`src/rtl/fbe_pkg.sv`:
```
package fbe_pkg;
  localparam logic [1:0] OFS_ADDR = 2'd0;
  localparam logic [1:0] OFS_CTRL = 2'd1;
  localparam logic [1:0] OFS_FIFO = 2'd2;
  localparam logic [1:0] OFS_MUX  = 2'd3;

  localparam int CTRL_MODE_BIT = 0;
  localparam int CTRL_BUSY_BIT = 1;
  localparam int CTRL_ERR_BIT  = 2;
  localparam int CTRL_OVF_BIT  = 3;
  localparam int CTRL_CNT_LSB  = 8;
  localparam int CTRL_FREE_LSB = 16;

  localparam int MUX_REQ_BIT = 0;
  localparam int MUX_OWN_BIT = 1;

  typedef enum logic [1:0] {
    SQ_IDLE = 2'd0,
    SQ_REQ  = 2'd1,
    SQ_WAIT = 2'd2
  } seq_state_t;
endpackage

```
`src/rtl/fbe_fifo.sv`:
```
module fbe_fifo #(
  parameter int DW    = 32,
  parameter int DEPTH = 64,
  localparam int PW   = $clog2(DEPTH),
  localparam int CW   = $clog2(DEPTH + 1)
) (
  input  logic          clk,
  input  logic          rst_n,
  input  logic          flush,
  input  logic          push,
  input  logic [DW-1:0] push_data,
  input  logic          pop,
  output logic [DW-1:0] head,
  output logic [CW-1:0] count,
  output logic          empty,
  output logic          full
);
  logic [DW-1:0] mem [DEPTH];
  logic [PW-1:0] wp_q, wp_n, rp_q, rp_n;
  logic [CW-1:0] cnt_q, cnt_n;
  logic          do_push, do_pop;

  function automatic logic [PW-1:0] bump(input logic [PW-1:0] p);
    return (p == PW'(DEPTH - 1)) ? '0 : p + 1'b1;
  endfunction

  assign empty = (cnt_q == '0);
  assign full  = (cnt_q == CW'(DEPTH));
  assign count = cnt_q;
  assign head  = mem[rp_q];

  always_comb begin
    do_push = push && !full && !flush;
    do_pop  = pop && !empty && !flush;
    wp_n    = wp_q;
    rp_n    = rp_q;
    cnt_n   = cnt_q;
    if (flush) begin
      wp_n  = '0;
      rp_n  = '0;
      cnt_n = '0;
    end else begin
      if (do_push) wp_n = bump(wp_q);
      if (do_pop)  rp_n = bump(rp_q);
      cnt_n = cnt_q + CW'(do_push) - CW'(do_pop);
    end
  end

  always_ff @(posedge clk or negedge rst_n) begin
    if (!rst_n) begin
      wp_q  <= '0;
      rp_q  <= '0;
      cnt_q <= '0;
    end else begin
      wp_q  <= wp_n;
      rp_q  <= rp_n;
      cnt_q <= cnt_n;
    end
  end

  always_ff @(posedge clk) begin
    if (do_push) mem[wp_q] <= push_data;
  end

  assert_count_bound_R6: assert property (@(posedge clk) disable iff (!rst_n)
    cnt_q <= CW'(DEPTH));
  assert_empty_pop_R4: assert property (@(posedge clk) disable iff (!rst_n)
    (pop && empty && !push && !flush) |=> (count == '0));
  assert_full_drop_R6: assert property (@(posedge clk) disable iff (!rst_n)
    (full && push && !pop && !flush) |=> full);
endmodule

```
`src/rtl/fbe_burst_seq.sv`:
```
module fbe_burst_seq
  import fbe_pkg::*;
#(
  parameter int DW    = 32,
  parameter int FAW   = 16,
  parameter int DEPTH = 64,
  localparam int CW   = $clog2(DEPTH + 1)
) (
  input  logic           clk,
  input  logic           rst_n,
  input  logic           ctrl_wr,
  input  logic           ctrl_zero,
  input  logic           wr_mode,
  input  logic [CW-1:0]  wr_count,
  input  logic [FAW-1:0] base_addr,
  input  logic           host_owns,
  input  logic           fl_rd_ready,
  input  logic           fl_rsp_valid,
  input  logic [DW-1:0]  fl_rsp_data,
  output logic           fl_rd_valid,
  output logic [FAW-1:0] fl_rd_addr,
  output logic           busy,
  output logic           reject,
  output logic           push,
  output logic [DW-1:0]  push_data
);
  seq_state_t     st_q, st_n;
  logic [FAW-1:0] addr_q, addr_n;
  logic [CW-1:0]  left_q, left_n;
  logic           start_req, start_ok, abort;

  always_comb begin
    start_req = ctrl_wr && wr_mode && (wr_count != '0) && (st_q == SQ_IDLE);
    start_ok  = start_req && host_owns && (wr_count <= CW'(DEPTH));
    reject    = start_req && !start_ok;
    abort     = (ctrl_wr && ctrl_zero) || !host_owns;
    st_n      = st_q;
    addr_n    = addr_q;
    left_n    = left_q;
    push      = 1'b0;
    unique case (st_q)
      SQ_IDLE: if (start_ok) begin
        st_n   = SQ_REQ;
        addr_n = base_addr;
        left_n = wr_count;
      end
      SQ_REQ: if (fl_rd_ready) st_n = SQ_WAIT;
      SQ_WAIT: if (fl_rsp_valid && !abort) begin
        push   = 1'b1;
        addr_n = addr_q + 1'b1;
        left_n = left_q - 1'b1;
        st_n   = (left_q == CW'(1)) ? SQ_IDLE : SQ_REQ;
      end
      default: st_n = SQ_IDLE;
    endcase
    if (abort && st_q != SQ_IDLE) st_n = SQ_IDLE;
  end

  always_ff @(posedge clk or negedge rst_n) begin
    if (!rst_n) begin
      st_q   <= SQ_IDLE;
      addr_q <= '0;
      left_q <= '0;
    end else begin
      st_q   <= st_n;
      addr_q <= addr_n;
      left_q <= left_n;
    end
  end

  assign fl_rd_valid = (st_q == SQ_REQ);
  assign fl_rd_addr  = addr_q;
  assign busy        = (st_q != SQ_IDLE);
  assign push_data   = fl_rsp_data;

  assert_req_hold_R2: assert property (@(posedge clk) disable iff (!rst_n)
    (fl_rd_valid && !fl_rd_ready && !abort) |=> fl_rd_valid);
  assert_addr_stable_R2: assert property (@(posedge clk) disable iff (!rst_n)
    (fl_rd_valid && !fl_rd_ready && !abort) |=> $stable(fl_rd_addr));
  assert_start_owned_R8: assert property (@(posedge clk) disable iff (!rst_n)
    $rose(busy) |-> $past(host_owns));
endmodule

```
`src/rtl/fbe_own_mux.sv`:
```
module fbe_own_mux (
  input  logic clk,
  input  logic rst_n,
  input  logic host_req,
  input  logic gnt_in,
  output logic host_owns
);
  logic own_q, own_n;

  always_comb own_n = host_req && gnt_in;

  always_ff @(posedge clk or negedge rst_n) begin
    if (!rst_n) own_q <= 1'b0;
    else        own_q <= own_n;
  end

  assign host_owns = own_q;

  assert_release_R10: assert property (@(posedge clk) disable iff (!rst_n)
    $fell(host_req) |=> !host_owns);
endmodule

```
`src/rtl/flash_burst_engine.sv`:
```
module flash_burst_engine
  import fbe_pkg::*;
#(
  parameter int DW    = 32,
  parameter int FAW   = 16,
  parameter int DEPTH = 64
) (
  input  logic           clk,
  input  logic           rst_n,
  input  logic           reg_wr,
  input  logic           reg_rd,
  input  logic [1:0]     reg_addr,
  input  logic [DW-1:0]  reg_wdata,
  output logic [DW-1:0]  reg_rdata,
  output logic           fl_rd_valid,
  input  logic           fl_rd_ready,
  output logic [FAW-1:0] fl_rd_addr,
  input  logic           fl_rsp_valid,
  input  logic [DW-1:0]  fl_rsp_data,
  output logic           own_req,
  input  logic           own_gnt,
  output logic           fl_host_sel,
  input  logic           loc_pop,
  output logic [DW-1:0]  loc_data,
  output logic           loc_avail
);
  localparam int CW = $clog2(DEPTH + 1);

  logic rs1_q, srst_n;
  always_ff @(posedge clk or negedge rst_n) begin
    if (!rst_n) begin
      rs1_q  <= 1'b0;
      srst_n <= 1'b0;
    end else begin
      rs1_q  <= 1'b1;
      srst_n <= rs1_q;
    end
  end

  logic [FAW-1:0] addr_q, addr_n;
  logic [CW-1:0]  cnt_q, cnt_n;
  logic           mode_q, mode_n, err_q, err_n, ovf_q, ovf_n, req_q, req_n;
  logic           ctrl_wr, ctrl_zero, host_push, host_pop, flush;
  logic           busy, reject, seq_push, host_owns;
  logic [DW-1:0]  seq_data, fifo_head, fifo_wdata;
  logic           fifo_push, fifo_pop, fifo_empty, fifo_full;
  logic [CW-1:0]  fifo_count, free_words;

  assign ctrl_wr    = reg_wr && (reg_addr == OFS_CTRL);
  assign ctrl_zero  = (reg_wdata == '0);
  assign host_push  = reg_wr && (reg_addr == OFS_FIFO) && !busy;
  assign host_pop   = reg_rd && (reg_addr == OFS_FIFO);
  assign fifo_push  = seq_push || host_push;
  assign fifo_wdata = seq_push ? seq_data : reg_wdata;
  assign fifo_pop   = host_pop || loc_pop;
  assign free_words = CW'(DEPTH) - fifo_count;

  fbe_burst_seq #(.DW(DW), .FAW(FAW), .DEPTH(DEPTH)) u_seq (
    .clk, .rst_n(srst_n), .ctrl_wr, .ctrl_zero,
    .wr_mode(reg_wdata[CTRL_MODE_BIT]),
    .wr_count(reg_wdata[CTRL_CNT_LSB +: CW]),
    .base_addr(addr_q), .host_owns, .fl_rd_ready, .fl_rsp_valid, .fl_rsp_data,
    .fl_rd_valid, .fl_rd_addr, .busy, .reject, .push(seq_push), .push_data(seq_data)
  );

  fbe_fifo #(.DW(DW), .DEPTH(DEPTH)) u_fifo (
    .clk, .rst_n(srst_n), .flush, .push(fifo_push), .push_data(fifo_wdata),
    .pop(fifo_pop), .head(fifo_head), .count(fifo_count),
    .empty(fifo_empty), .full(fifo_full)
  );

  fbe_own_mux u_mux (
    .clk, .rst_n(srst_n), .host_req(req_q), .gnt_in(own_gnt), .host_owns
  );

  always_comb begin
    addr_n = addr_q;
    cnt_n  = cnt_q;
    mode_n = mode_q;
    req_n  = req_q;
    err_n  = err_q || reject;
    ovf_n  = ovf_q || (fifo_push && fifo_full);
    flush  = 1'b0;
    if (reg_wr) begin
      unique case (reg_addr)
        OFS_ADDR: addr_n = reg_wdata[FAW-1:0];
        OFS_CTRL: begin
          if (ctrl_zero) begin
            mode_n = 1'b0;
            cnt_n  = '0;
            err_n  = 1'b0;
            ovf_n  = 1'b0;
            flush  = 1'b1;
          end else begin
            mode_n = reg_wdata[CTRL_MODE_BIT];
            cnt_n  = reg_wdata[CTRL_CNT_LSB +: CW];
          end
        end
        OFS_MUX: req_n = reg_wdata[MUX_REQ_BIT];
        default: ;
      endcase
    end
  end

  always_ff @(posedge clk or negedge srst_n) begin
    if (!srst_n) begin
      addr_q <= '0;
      cnt_q  <= '0;
      mode_q <= 1'b0;
      err_q  <= 1'b0;
      ovf_q  <= 1'b0;
      req_q  <= 1'b0;
    end else begin
      addr_q <= addr_n;
      cnt_q  <= cnt_n;
      mode_q <= mode_n;
      err_q  <= err_n;
      ovf_q  <= ovf_n;
      req_q  <= req_n;
    end
  end

  always_comb begin
    reg_rdata = '0;
    unique case (reg_addr)
      OFS_ADDR: reg_rdata[FAW-1:0] = addr_q;
      OFS_CTRL: begin
        reg_rdata[CTRL_MODE_BIT]          = mode_q;
        reg_rdata[CTRL_BUSY_BIT]          = busy;
        reg_rdata[CTRL_ERR_BIT]           = err_q;
        reg_rdata[CTRL_OVF_BIT]           = ovf_q;
        reg_rdata[CTRL_CNT_LSB +: CW]     = cnt_q;
        reg_rdata[CTRL_FREE_LSB +: CW]    = free_words;
      end
      OFS_FIFO: reg_rdata = fifo_empty ? '0 : fifo_head;
      OFS_MUX: begin
        reg_rdata[MUX_REQ_BIT] = req_q;
        reg_rdata[MUX_OWN_BIT] = host_owns;
      end
      default: ;
    endcase
  end

  assign own_req     = req_q;
  assign fl_host_sel = host_owns;
  assign loc_data    = fifo_empty ? '0 : fifo_head;
  assign loc_avail   = !fifo_empty;

  assert_ctrl_zero_idle_R7: assert property (@(posedge clk) disable iff (!srst_n)
    (ctrl_wr && ctrl_zero) |=> !busy);
endmodule

```
`config.mk`:
```
export PLATFORM = sky130hd
export DESIGN_NAME = flash_burst_engine
export DESIGN_NICKNAME = d
export VERILOG_FILES = /design/src/rtl/fbe_pkg.sv /design/src/rtl/fbe_fifo.sv /design/src/rtl/fbe_burst_seq.sv /design/src/rtl/fbe_own_mux.sv /design/src/rtl/flash_burst_engine.sv
export SDC_FILE = /design/constraint.sdc
export NUM_CORES = 2
export LEC_CHECK = 0
export BUFFER_PORTS_ARGS = -buffer_cell sky130_fd_sc_hd__buf_2
export CORE_MARGIN = 4
export CORE_UTILIZATION = 44
export CTS_BUF_LIST = sky130_fd_sc_hd__clkbuf_8
export DETAILED_ROUTE_END_ITERATION = 12
export HOLD_SLACK_MARGIN = 0.03
export PLACE_DENSITY_LB_ADDON = 0.1
export SLEW_MARGIN = 20
export SYNTH_ARGS = -nofsm -noshare
export SYNTH_HDL_FRONTEND = slang
export SYNTH_SLANG_ARGS = --single-unit
```
`constraint.sdc`:
```
create_clock -name clk -period 2.3 [get_ports clk]
set_clock_uncertainty 0.1 [all_clocks]
set_input_delay 0.115 -clock clk [delete_from_list [all_inputs] [get_ports clk]]
set_output_delay 0.115 -clock clk [all_outputs]
set_load 0.005 [all_outputs]
```
**Yosys cells after proc, flatten, opt, wreduce, memory -nomap -nowiden**

Memories as Yosys holds them, arrays and structs flattened.
Index checks and enable logic that the tools add are counted.

- Register bits after elaboration: 74
- Bits in writable memories: 2048
- Input port bits: 74
- Output and inout port bits: 84
- Memories: 1

- Add/sub/neg operators: 7
- Magnitude comparators: 1
- Equal/unequal tests: 14
- Muxes and demuxes: 43
- Reductions and logical operators: 45

Memories:

| name | depth | width | rd ports | clocked after Yosys merged registers in | wr ports | RTL line | text |
|---|---|---|---|---|---|---|---|
| u_fifo.mem | 64 | 32 | 1 | 0 | 1 | fbe_fifo.sv:18 | `logic [DW-1:0] mem [DEPTH];` |

Operator list:

| cell | count |
|---|---|
| 2-to-1 mux 32 bit | 2 |
| 2-to-1 mux 6 bit | 6 |
| logical NOT 32 bit | 1 |
| 2-to-1 mux 16 bit | 2 |
| case mux 16 bit (2 select lines) | 1 |
| 2-to-1 mux 7 bit | 4 |
| case mux 7 bit (2 select lines) | 2 |
| case mux 7 bit (3 select lines) | 1 |
| logical AND 1 bit | 19 |
| adder 16 x 1 -> 16 bit, second input constant | 1 |
| 2-to-1 mux 1 bit | 15 |
| adder 6 x 1 -> 6 bit, second input constant | 2 |
| == test 6 bit, second input constant | 2 |
| case mux 2 bit (3 select lines) | 2 |
| 2-to-1 mux 9 bit | 1 |
| 2-to-1 mux 2 bit | 4 |
| case mux 2 bit (4 select lines) | 1 |
| case mux 4 bit (2 select lines) | 1 |
| nonzero test 2 bit | 4 |
| adder 7 x 1 -> 7 bit | 1 |
| == test 7 x 1 -> 1 bit, second input constant | 1 |
| == test 7 bit, second input constant | 1 |
| less-or-equal comparator 7 bit, second input constant | 1 |
| logical NOT 1 bit | 7 |
| 15 further kinds | 28 |

**Logic depth before layout (Yosys ltp)**

- Depth in word-level cells: 14
- Depth in mapped cells: 18
- Gate-level depth less buffers: 16

**Hierarchy**

From an unflattened synthesis, not the netlist that was laid out.

- Cells, all modules: 3896
- Area, all modules: 83149.7 um^2

By module, submodules not included:

| module | times used | cells an instance | area each (um^2) | seq. area each (um^2) |
|---|---|---|---|---|
| fbe_fifo | 1 | 3431 | 78968.2 | 61974.4 |
| flash_burst_engine | 1 | 234 | 2342.2 | 725.7 |
| fbe_burst_seq | 1 | 229 | 1808.0 | 625.6 |
| fbe_own_mux | 1 | 2 | 31.3 | 25.0 |

**Worst setup path before layout**

OpenSTA, ideal clock, no wires.

- Kind: input-to-reg
- From: input reg_addr[1]
- To: memory u_fifo.mem[0][14], data pin
- Library setup time: 0.702 ns
- Arrival time: 4.111 ns
- Slack: -2.613 ns
- Stages on the path: 9
- Buffers on the path: 2
- Cell sequence: inv_1 -> ha_1 -> and2_1 -> buf_2 -> nand3_1 -> nor4_1 -> nor2_1 -> clkbuf_1 -> o21ai_0

- Word-level cells in the longest chain between the ends: 9

RTL lines:

| item | RTL line | text |
|---|---|---|
| start, declared | flash_burst_engine.sv:12 | `input logic [1:0] reg_addr,` |
| == test 2 x 1 -> 1 bit | flash_burst_engine.sv:49 | `assign ctrl_wr = reg_wr && (reg_addr == OFS_CTRL);` |
| logical AND 1 bit | flash_burst_engine.sv:49 |  |
| logical AND 1 bit | fbe_burst_seq.sv:36 | `abort = (ctrl_wr && ctrl_zero) \|\| !host_owns;` |
| logical OR 1 bit | fbe_burst_seq.sv:36 |  |
| logical NOT 1 bit | fbe_burst_seq.sv:48 | `SQ_WAIT: if (fl_rsp_valid && !abort) begin` |
| logical AND 1 bit | fbe_burst_seq.sv:48 |  |
| 2-to-1 mux 1 bit | fbe_burst_seq.sv:48 |  |
| 2-to-1 mux 1 bit | fbe_burst_seq.sv:41 | `unique case (st_q)` |
| 2-to-1 mux 32 bit | flash_burst_engine.sv:54 | `assign fifo_wdata = seq_push ? seq_data : reg_wdata;` |
| named net fifo_wdata[14] | flash_burst_engine.sv:45 | `logic [DW-1:0] seq_data, fifo_head, fifo_wdata;` |
| end, declared | fbe_fifo.sv:18 |  |

The timed path passes the listed nets, and every way through them passes these cells.

**Worst setup path after layout**

- From: register u_fifo.rp_q[0]
- To: output reg_rdata[21]

- Word-level cells in the longest chain between the ends: 3

RTL lines:

| item | RTL line | text |
|---|---|---|
| start, declared | fbe_fifo.sv:19 | `logic [PW-1:0] wp_q, wp_n, rp_q, rp_n;` |
| start signal, assigned | fbe_fifo.sv:56 | `rp_q <= rp_n;` |
| memory (64 x 32 bit) | n/a |  |
| 2-to-1 mux 32 bit | flash_burst_engine.sv:135 | `OFS_FIFO: reg_rdata = fifo_empty ? '0 : fifo_head;` |
| case mux 7 bit (2 select lines) | flash_burst_engine.sv:125 | `unique case (reg_addr)` |
| end, declared | flash_burst_engine.sv:14 | `output logic [DW-1:0] reg_rdata,` |

Every way passes these cells.

==> flow_metrics.tcl <==
set metrics [dict create \
    status "complete, but fails checks" \
    violations "negative hold slack, negative setup slack" \
    clk_latency_ps 1040 \
    nNetsFinal 5299 \
    slowest_delay_ps 1010 \
    gp_congestion 0.869 \
    hpwl_um 163000 \
    synth_top_area_share_pct 73.7 \
    crit_fanout 7 \
    cts_htree_levels 5 \
    slew_headroom_pct 16.3 \
    hold_viol_final 19 \
    place_inst 7065 \
    ir_drop_v 0.000588 \
    routedWlPerCell_um 32.6 \
    drive_gt1_share_pct 41.7 \
    clk_path_buf_depth 4 \
    grt_max_degree 65 \
    async_flop_share_pct 3.49 \
    finalSetupViolCount 3955 \
    clock-sinks 2122 \
    drt_wl_total_um 260000 \
    fmax_mhz 227 \
    path_buf_inv 5 \
    maxSlewViolCount 0 \
    crit_family "compound AO/OA/AOI/OAI gates" \
    routed_via_density 5.90 \
    ant_nets 0 \
    multi_input_area_um2 21100 \
    rrSetupSlack_ps -940 \
    remaining_drc_errors 0 \
    avgSynthCellArea_um2 20.9 \
    initial_utilization_pct 44.4 \
    tns_ps -876350 \
    grt_overflow 0 \
    die_y_um 444 \
    critPathArrivalTime_ps 4200 \
    slowest_stage "a222oi_1" \
    cap_violations 0 \
    synth.distinct_cells 73 \
    power_density_nw_per_um2 1100 \
    area_delta_synth_final_pct 27.1 \
    numCtsBuffers 362 \
    worst-setup-path-type "flip-flop to primary output" \
    core_area_um2 188000 \
    path_common_cell "buf_12" \
    fin_hold_ws_ps -196 \
    rsz0062_at_grt "true" \
    synthTopCellsByCount "edfxtp_1, mux4_2, mux2i_1, nor2_1, nand2_1" \
    pre_cts_slack_ps -1440 \
    dr.pass1.iters 5 \
    gr-usage-all-layers_pct 26.1 \
    seqCellArea_um2 63400 \
    dieArea_um2 197000 \
    num_rows 159 \
    critPathLaunchType "flip-flop" \
    syn-num-nets 4094 \
    grt_pass1_wl_um 362000 \
    synth_area_leader_cell "edfxtp_1" \
    die_w_um 444 \
    period_needed_ps 4410 \
    antenna_found_initial 9 \
    cts_root_buf "clkbuf_8" \
    crit_required_ps 2090 \
    worst_setup_path_end_kind "primary output" \
    tightest_slew_ps 1260 \
    fill_cells 14300 \
    synth_top_flop_cell "edfxtp_1" \
    synthCells 3998 \
    netlist_top_cells_area "edfxtp_1, mux4_2, dfrtp_1" \
    fin_ws_ps -2110 \
    p_leak_uw 0.0357 \
    port_buffers 157 \
    netlist_area_um2 83500 \
    cp_cell_sequence "buf_12, buf_12, buf_12, mux4_2, o221ai_4, a222oi_1, a21oi_1, buf_4, o22ai_4, buf_2" \
    cts_tree "done" \
    ios 158 \
    clk_pin_slew_worst_paths_ps 60 \
    first_iter_violations 5083 \
    ys_ff_latch 2122 \
    synth-edff-count 2048 \
    hold_path_class "input pin to flip-flop" \
    ys.warnings.count 0 \
    ys_seq_area_share_pct 75.9 \
    period_share_pct 192 \
    num_vias 47000 \
    yosysMostFrequentCell "edfxtp_1" \
    final_cell_count_no_fill 7975 \
    grt_pass1_vias 46900 \
]
-- sequential cells by signal, summed over array words and instances, names as in the netlist, 2 cells and up --
signal and cells:
u_seq.fl_rd_addr 16, u_seq.st_q 2, u_fifo.count 7, u_fifo.wp_q 6, addr_q 16, u_fifo.mem 2048, u_seq.left_q 7, u_fifo.rp_q 6
cnt_q 7
-- logic make-up (layout without fill, tap and decap cells) --
group                    after synthesis  count (layout)  share of synthesized area [%]
multiplexers                         737             737                           16.5
flip-flops                          2122            2122                           75.9
XOR/XNOR                              11              11                          0.115
AND/OR/NAND/NOR                      479             479                           2.64
adder cells (fa/ha/maj)               23              23                          0.351
buffers and inverters                248            1721                           1.58
other                                  1              10                        0.00449
AO/OA/AOI/OAI                        377             377                           2.95
-- cell type report --
type | instances | area share [%]
flip-flops and latches | 2122 | 59.7
multi-input cells | 1628 | 19.9
repair buffers | 1063 | 11.4
clock buffers | 371 | 4.81
well taps | 2495 | 2.94
clock inverters | 261 | 1.14
inverters | 26 | 0.100
diodes | 9 | 0.0212
-- worst min-delay path, stage by stage --
cell and delay, ps:
buf_2 130, nor4_4 60, nand2_2 140, nor4_4 80
buf_4 230, nor2_1 110
-- timing repair --
action | CTS | global route
pin swaps | 35 | 86
hold buffers | 108 | 2
endpoints found under the setup margin | 4171 | 4177
gates resized for setup | 302 | 236
cloned | 15 | 11
hold endpoints to repair | 2122 | 24
setup buffers | 72 | 87
-- metal layers --
metal	part of all wire [%]	routed length, µm	track usage [%]	vias up
li1	-	-	-	19200
met1	42	110000	37.3	25400
met2	48	125000	41.5	2024
met3	7.3	18900	5.11	388
met4	2.6	6710	7.10	0
met5	0	0	0	-
-- metrics by stage --
stage | hold WS [ps] | utilization (%) | power [µW] | area [µm²]
after floorplan | -281 | - | 62400 | 83900
final | -196 | 56.4 | 116000 | 106000
after CTS | 53.0 | 55.4 | 114000 | 104000
after detailed placement | -194 | 50.1 | 79700 | 94300
after global placement | -200 | 50.1 | 79700 | 94300
after global routing | -204 | 56.4 | 121000 | 106000
-- layout by cell type (no fill, tap or decap), types with 13 or more instances in the layout --
cell type	count
dfrtp_1	67
buf_8	14
nand2_2	22
nor3_1	13
a21oi_1	77
nand3_1	30
a22oi_1	36
o21ai_0	36
edfxtp_1	2048
clkinv_1	103
o22ai_1	19
mux2_2	60
clkinv_2	35
dlygate4sd3_1	107
nor2_1	80
nor2_4	76
ha_1	14
inv_1	121
buf_16	26
buf_12	242
buf_6	73
buf_2	155
clkbuf_8	371
nand2_1	107
a21oi_2	14
o21ai_1	21
a211oi_1	14
mux2i_1	153
mux4_2	504
buf_4	430
nor2b_1	19
-- path summary, 6_finish.rpt --
path                       cells after the start             from                  end
min reg2reg                                    0           srst_n  u_seq.fl_rd_addr[1]
max in group asynchronous                      1           srst_n      u_fifo.count[1]
min in group asynchronous                      0           srst_n  u_seq.fl_rd_addr[1]
min                                            6    reg_wdata[10]      u_fifo.count[3]
max                                           10   u_fifo.rp_q[0]        reg_rdata[21]
max reg2reg                                   18  u_fifo.count[4]      u_fifo.count[6]
-- where the power goes --
| part | internal [µW] | switching [µW] |
|---|---|---|
| clock network | 15500 | 14900 |
| registers | 43000 | 566 |
| logic | 20200 | 22300 |
(Power assumes the default switching activity.)
